[src/rtl/fact_accel_pkg.sv]
package fact_accel_pkg;

  localparam int unsigned WORD_W = 32;

  // register offsets (bytes)
  localparam int unsigned OFS_IDENT  = 'h00;
  localparam int unsigned OFS_SCRAT  = 'h04;
  localparam int unsigned OFS_FACT   = 'h08;
  localparam int unsigned OFS_STAT   = 'h20;
  localparam int unsigned OFS_ISR    = 'h24;
  localparam int unsigned OFS_RAISE  = 'h60;
  localparam int unsigned OFS_LOWER  = 'h64;

  // bit positions software decodes
  localparam int unsigned STS_BUSY_B = 0;
  localparam int unsigned STS_IEN_B  = 7;
  localparam int unsigned IRQ_FACT_B = 0;
  localparam int unsigned IRQ_DMA_B  = 8;

  localparam int unsigned ACCESS_BYTES = 4;

  typedef enum logic [2:0] {
    SEL_NONE,
    SEL_IDENT,
    SEL_SCRAT,
    SEL_FACT,
    SEL_STAT,
    SEL_ISR,
    SEL_RAISE,
    SEL_LOWER
  } reg_sel_e;

endpackage

[src/rtl/fact_rst_sync.sv]
module fact_rst_sync (
  input  logic clk,
  input  logic rst_n_i,
  output logic rst_n_o
);
  logic [1:0] sync_q;

  always_ff @(posedge clk or negedge rst_n_i) begin
    if (!rst_n_i) sync_q <= 2'b00;
    else          sync_q <= {sync_q[0], 1'b1};
  end

  assign rst_n_o = sync_q[1];
endmodule

[src/rtl/fact_addr_decode.sv]
module fact_addr_decode
  import fact_accel_pkg::*;
#(
  parameter int unsigned ADDR_W = 20,
  parameter int unsigned SIZE_W = 4
) (
  input  logic [ADDR_W-1:0] addr_i,
  input  logic [SIZE_W-1:0] size_i,
  output reg_sel_e          sel_o,
  output logic              size_ok_o
);
  localparam logic [ADDR_W-1:0] A_IDENT = ADDR_W'(OFS_IDENT);
  localparam logic [ADDR_W-1:0] A_SCRAT = ADDR_W'(OFS_SCRAT);
  localparam logic [ADDR_W-1:0] A_FACT  = ADDR_W'(OFS_FACT);
  localparam logic [ADDR_W-1:0] A_STAT  = ADDR_W'(OFS_STAT);
  localparam logic [ADDR_W-1:0] A_ISR   = ADDR_W'(OFS_ISR);
  localparam logic [ADDR_W-1:0] A_RAISE = ADDR_W'(OFS_RAISE);
  localparam logic [ADDR_W-1:0] A_LOWER = ADDR_W'(OFS_LOWER);

  always_comb begin
    case (addr_i)
      A_IDENT: sel_o = SEL_IDENT;
      A_SCRAT: sel_o = SEL_SCRAT;
      A_FACT:  sel_o = SEL_FACT;
      A_STAT:  sel_o = SEL_STAT;
      A_ISR:   sel_o = SEL_ISR;
      A_RAISE: sel_o = SEL_RAISE;
      A_LOWER: sel_o = SEL_LOWER;
      default: sel_o = SEL_NONE;
    endcase
  end

  assign size_ok_o = (size_i == SIZE_W'(ACCESS_BYTES));
endmodule

[src/rtl/fact_engine.sv]
module fact_engine #(
  parameter int unsigned W = 32
) (
  input  logic         clk,
  input  logic         rst_n,
  input  logic         start_i,
  input  logic [W-1:0] operand_i,
  output logic         busy_o,
  output logic         done_o,
  output logic [W-1:0] prod_o
);
  logic [W-1:0] prod_q, prod_d;
  logic [W-1:0] cnt_q,  cnt_d;
  logic         busy_q, busy_d;
  logic         eng_en;
  logic         last;

  assign last   = busy_q && (cnt_q == '0);
  assign eng_en = busy_q || start_i;

  always_comb begin
    prod_d = prod_q;
    cnt_d  = cnt_q;
    busy_d = busy_q;
    if (busy_q) begin
      if (last) begin
        busy_d = 1'b0;
      end else begin
        prod_d = prod_q * cnt_q;
        cnt_d  = cnt_q - 1'b1;
      end
    end else if (start_i) begin
      prod_d = W'(1);
      cnt_d  = operand_i;
      busy_d = 1'b1;
    end
  end

  always_ff @(posedge clk or negedge rst_n) begin
    if (!rst_n) begin
      prod_q <= '0;
      cnt_q  <= '0;
      busy_q <= 1'b0;
    end else if (eng_en) begin
      prod_q <= prod_d;
      cnt_q  <= cnt_d;
      busy_q <= busy_d;
    end
  end

  assign busy_o = busy_q;
  assign done_o = last;
  assign prod_o = prod_q;
endmodule

[src/rtl/fact_irq_status.sv]
module fact_irq_status #(
  parameter int unsigned W      = 32,
  parameter int unsigned FACT_B = 0,
  parameter int unsigned DMA_B  = 8
) (
  input  logic         clk,
  input  logic         rst_n,
  input  logic         raise_we_i,
  input  logic         lower_we_i,
  input  logic [W-1:0] wdata_i,
  input  logic         fact_done_i,
  input  logic         fact_ien_i,
  input  logic         dma_done_i,
  output logic [W-1:0] stat_o,
  output logic         irq_o
);
  logic [W-1:0] stat_q, stat_d;
  logic [W-1:0] hw_set, sw_set, sw_clr;
  logic         stat_en;

  always_comb begin
    hw_set         = '0;
    hw_set[FACT_B] = fact_done_i && fact_ien_i;
    hw_set[DMA_B]  = dma_done_i;
    sw_set         = raise_we_i ? wdata_i : '0;
    sw_clr         = lower_we_i ? wdata_i : '0;
    stat_en        = raise_we_i || lower_we_i || (hw_set != '0);
    // hardware causes are applied after the clear so none is lost
    stat_d         = (stat_q & ~sw_clr) | sw_set | hw_set;
  end

  always_ff @(posedge clk or negedge rst_n) begin
    if (!rst_n)       stat_q <= '0;
    else if (stat_en) stat_q <= stat_d;
  end

  assign stat_o = stat_q;
  assign irq_o  = |stat_q;
endmodule

[src/rtl/fact_accel_regs.sv]
module fact_accel_regs
  import fact_accel_pkg::*;
#(
  parameter int unsigned ADDR_W  = 20,
  parameter int unsigned SIZE_W  = 4,
  parameter logic [31:0] ID_WORD = 32'h010000ED
) (
  input  logic              clk,
  input  logic              rst_n,
  input  logic [ADDR_W-1:0] bus_addr,
  input  logic [SIZE_W-1:0] bus_size,
  input  logic              bus_wr,
  input  logic [31:0]       bus_wdata,
  output logic [31:0]       bus_rdata,
  input  logic              dma_done_i,
  output logic              irq_o
);
  localparam int unsigned W = WORD_W;

  logic         rst_sync_n;
  reg_sel_e     sel;
  logic         size_ok;
  logic         wr_ok;
  logic         fact_start, fact_busy, fact_done;
  logic [W-1:0] fact_prod;
  logic [W-1:0] irq_stat;
  logic [W-1:0] scratch_q, scratch_d;
  logic         scr_en;
  logic         ien_q, ien_d, ien_en;
  logic [W-1:0] stat_word;

  fact_rst_sync u_rst (
    .clk     (clk),
    .rst_n_i (rst_n),
    .rst_n_o (rst_sync_n)
  );

  fact_addr_decode #(.ADDR_W(ADDR_W), .SIZE_W(SIZE_W)) u_dec (
    .addr_i    (bus_addr),
    .size_i    (bus_size),
    .sel_o     (sel),
    .size_ok_o (size_ok)
  );

  assign wr_ok      = bus_wr && size_ok;
  assign fact_start = wr_ok && (sel == SEL_FACT);

  fact_engine #(.W(W)) u_eng (
    .clk       (clk),
    .rst_n     (rst_sync_n),
    .start_i   (fact_start),
    .operand_i (bus_wdata),
    .busy_o    (fact_busy),
    .done_o    (fact_done),
    .prod_o    (fact_prod)
  );

  fact_irq_status #(.W(W), .FACT_B(IRQ_FACT_B), .DMA_B(IRQ_DMA_B)) u_irq (
    .clk         (clk),
    .rst_n       (rst_sync_n),
    .raise_we_i  (wr_ok && (sel == SEL_RAISE)),
    .lower_we_i  (wr_ok && (sel == SEL_LOWER)),
    .wdata_i     (bus_wdata),
    .fact_done_i (fact_done),
    .fact_ien_i  (ien_q),
    .dma_done_i  (dma_done_i),
    .stat_o      (irq_stat),
    .irq_o       (irq_o)
  );

  // next state of the locally held registers
  always_comb begin
    scr_en    = wr_ok && (sel == SEL_SCRAT);
    scratch_d = ~bus_wdata;
    ien_en    = wr_ok && (sel == SEL_STAT);
    ien_d     = bus_wdata[STS_IEN_B];
  end

  always_ff @(posedge clk or negedge rst_sync_n) begin
    if (!rst_sync_n)  scratch_q <= '0;
    else if (scr_en)  scratch_q <= scratch_d;
  end

  always_ff @(posedge clk or negedge rst_sync_n) begin
    if (!rst_sync_n)  ien_q <= 1'b0;
    else if (ien_en)  ien_q <= ien_d;
  end

  always_comb begin
    stat_word             = '0;
    stat_word[STS_BUSY_B] = fact_busy;
    stat_word[STS_IEN_B]  = ien_q;
  end

  always_comb begin
    bus_rdata = '1;
    if (size_ok) begin
      case (sel)
        SEL_IDENT: bus_rdata = ID_WORD;
        SEL_SCRAT: bus_rdata = scratch_q;
        SEL_FACT:  bus_rdata = fact_prod;
        SEL_STAT:  bus_rdata = stat_word;
        SEL_ISR:   bus_rdata = irq_stat;
        default:   bus_rdata = '1;
      endcase
    end
  end
endmodule

[config.mk]
export PLATFORM = sky130hd
export DESIGN_NAME = fact_accel_regs
export DESIGN_NICKNAME = d
export VERILOG_FILES = /design/src/rtl/fact_accel_pkg.sv /design/src/rtl/fact_rst_sync.sv /design/src/rtl/fact_addr_decode.sv /design/src/rtl/fact_engine.sv /design/src/rtl/fact_irq_status.sv /design/src/rtl/fact_accel_regs.sv
export SDC_FILE = /design/constraint.sdc
export NUM_CORES = 2
export LEC_CHECK = 0
export BUFFER_PORTS_ARGS = -buffer_cell sky130_fd_sc_hd__buf_2
export CAP_MARGIN = 20
export CORE_ASPECT_RATIO = 1.4
export CORE_MARGIN = 2
export CORE_UTILIZATION = 40
export DETAILED_ROUTE_END_ITERATION = 12
export PLACE_DENSITY = 0.57
export SLEW_MARGIN = 20
export SYNTH_ARGS = -nofsm -noshare
export SYNTH_HDL_FRONTEND = slang
export SYNTH_HIERARCHICAL = 1
export SYNTH_SLANG_ARGS = --single-unit
[constraint.sdc]
create_clock -name clk -period 13.86 [get_ports clk]
set_input_delay 4.158 -clock clk [delete_from_list [all_inputs] [get_ports clk]]
set_output_delay 4.158 -clock clk [all_outputs]
set_load 0.01 [all_outputs]
==> flow_summary.json <==
{
  "wl_um": 70900,
  "netlist_area_mm2": 0.0226,
  "fp.dieH_um": 285,
  "grt.overflow.total": 0,
  "portBuffers": 92,
  "ios": 93,
  "cts_hold_buffers": 0,
  "dr.pass1.iters": 5,
  "syn_to_final_growth_pct": 7.30,
  "ys_types": 79,
  "grt_max_degree": 73,
  "cp-end-kind": "output port",
  "critPathMaxFanout": 25,
  "hold_path.class": "register to register",
  "antenna_found_initial": 2,
  "drtIter0Drc": 1125,
  "cts_max_level": 4,
  "skew_ns": 0.0140,
  "crit_required_ns": 9.70,
  "syn-instance-count": 2461,
  "fin_nets": 3047,
  "numCtsBuffers": 17,
  "syn_nets": 3053,
  "synth_area_leaders": "fa_1 36%, dfrtp_1 15%, and2_1 8.7%",
  "outcome": "complete, no violations",
  "worstPathArrival_ns": 6.91,
  "min_delay_path_depth": 0,
  "timing.rr.end": "u_eng/prod_o[31]",
  "ys_ff_latch": 132,
  "period_needed_ns": 11.07,
  "r2r_start": "u_eng/prod_o[7]",
  "yosysTopAreaCellShare": 0.361,
  "yosysSeqAreaShare": 0.146,
  "postCtsSetupBuffers": 0,
  "cts_tree": "built",
  "grt_pass1_vias": 19200,
  "clkSinkCount": 132,
  "finalCritPeriodShare": 0.799,
  "min-delay-start": "u_rst/sync_q[0]",
  "gp_congestion": 0.918,
  "synth-main-ff-cell": "dfrtp_1",
  "die_x_um": 205,
  "slew_headroom": 0.249,
  "clk_pin_slew_ns": 0.07,
  "final_layout_size_suffix_gt1_frac": 0.0867,
  "dp_hpwl_um": 53400,
  "cap_violations": 0,
  "crit_type": "input pin to output port",
  "fmax_ghz": 0.0903,
  "cts_root_buffer": "clkbuf_16",
  "peakVddDrop_mv": 0.0621,
  "start_util": 0.402,
  "wire_per_inst_um": 22.1,
  "worstSkewPairLatency_ns": 0.46,
  "syn_avg_cell_area_um2": 9.19,
  "ff2ff_setup_slack_ns": 6.05,
  "hold_end": "u_rst/sync_q[1]",
  "ctsResizeCount": 0,
  "fin_setup_tns_ns": 0,
  "grt_pass1_wl_um": 111000,
  "vias_per_cell": 5.47,
  "leakage_uw": 0.0118,
  "ys_warn_count": 6,
  "maxSlewViolCount": 0,
  "clockBufferDepth": 2,
  "r2r_cells": 23,
  "rows": 103,
  "coreArea_mm2": 0.0562,
  "drc": 0,
  "yosysTopAreaCell": "fa_1",
  "vias": 17500,
  "antenna_left": 0,
  "synth-async-reset-ratio": 1.00,
  "yosys-top-cells-count": "419 x inv_1, 408 x fa_1, 341 x nand2_1, 313 x and2_1, 132 x dfrtp_1",
  "grt_usage": 0.251,
  "finalSetupViolCount": 0,
  "power.density_mw_per_mm2": 37.3,
  "synth_edf_count": 0,
  "fin_util": 0.432,
  "cp-start-kind": "input pin",
  "worst_pin_slew_ns": 1.13,
  "hold_viol_final": 0,
  "die_area_mm2": 0.0585,
  "synth.most_common_cell": "inv_1",
  "rsz0062_at_grt": "false"
}
==> kinds of logic after synthesis <==
| family | after synthesis | share of synthesized area |
|---|---|---|
| AND/OR/NAND/NOR | 799 | 0.182 |
| buffers and inverters | 580 | 0.101 |
| adder cells (fa/ha/maj) | 532 | 0.430 |
| AO/OA/AOI/OAI | 293 | 0.0902 |
| flip-flops | 132 | 0.146 |
| XOR/XNOR | 86 | 0.0333 |
| multiplexers | 38 | 0.0169 |
| other | 1 | 0.000166 |
==> worst max-delay path, cell delays in order <==
cell and delay [ns]:
buf_2 0.10, nor4_1 0.30, nand4_1 0.28, a221oi_2 0.69, a21bo_4 0.27, or2_1 0.74
a221o_1 0.23, buf_2 0.13
==> metal layers <==
layer	vias up	GRT usage	share of wire
li1	7587	-	-
met1	9122	0.281	0.36
met2	623	0.466	0.53
met3	201	0.0336	0.056
met4	0	0.118	0.052
met5	-	0	0
==> metrics by stage <==
step / cell area, um^2 / cells / power, uW / setup slack (ns) / hold WS, ns
floorplan: 22600 / 2461 / 402 / 3.61 / 0.331
CTS: 24300 / 3203 / 913 / 2.82 / 0.383
global route: 24300 / 3203 / 929 / 2.63 / 0.390
detailed placement: 23600 / 3171 / 420 / 2.84 / 0.359
global placement: 23600 / 3171 / 420 / 2.94 / 0.343
finish: 24300 / 3204 / 906 / 2.79 / 0.370
==> final cells by class <==
type	instances	area, um^2
antenna	1	2.50
clock buffer	17	425
clock inverter	15	190
fill	5532	31900
inverter	420	1580
multi-input combinational	1749	17000
sequential	132	3310
tap	735	920
timing repair buffer	135	783
==> how the worst max path moves through the flow <==
stage	from	to	slack, ns	cells past startpoint
6_report	bus_addr[15]	bus_rdata[29]	2.79	8
3_3_place_gp	bus_addr[8]	bus_rdata[13]	2.94	8
4_1_cts	bus_addr[15]	bus_rdata[29]	2.82	8
5_1_grt	bus_addr[15]	bus_rdata[28]	2.63	8
2_1_floorplan	bus_addr[16]	bus_rdata[10]	3.61	7
3_5_place_dp	bus_addr[15]	bus_rdata[29]	2.84	8
==> sequential cells by signal, indices dropped and copies added (netlist names) <==
register,count
ien_q,1
scratch_q,32
u_eng/busy_o,1
u_eng/cnt_q,32
u_eng/prod_o,32
u_irq/stat_o,32
u_rst/sync_q,2
==> where the power goes <==
| group | internal, uW | switching [uW] |
|---|---|---|
| sequential | 385 | 3.91 |
| combinational | 7.99 | 15.0 |
| clock | 274 | 219 |
==> layout by cell type (no fill, tap or decap), types with 5 or more instances in the layout <==
cell,instances
a21oi_1,50
nor4_1,16
and3_1,6
a211oi_1,5
xor2_1,22
o22ai_1,9
a22o_1,41
fa_1,408
nand3_1,19
nand2_1,341
o21ai_0,91
a21oi_2,9
a221o_2,9
buf_2,92
inv_1,419
inv_8,5
dfrtp_1,128
mux2i_1,37
clkbuf_16,17
buf_4,43
nor3_1,10
a21o_1,16
nor2_1,31
nand2b_1,15
xnor2_1,64
and2_1,313
ha_1,124
a221o_1,24
nand4_1,10
Note: power is estimated with default switching activity, not from simulation.
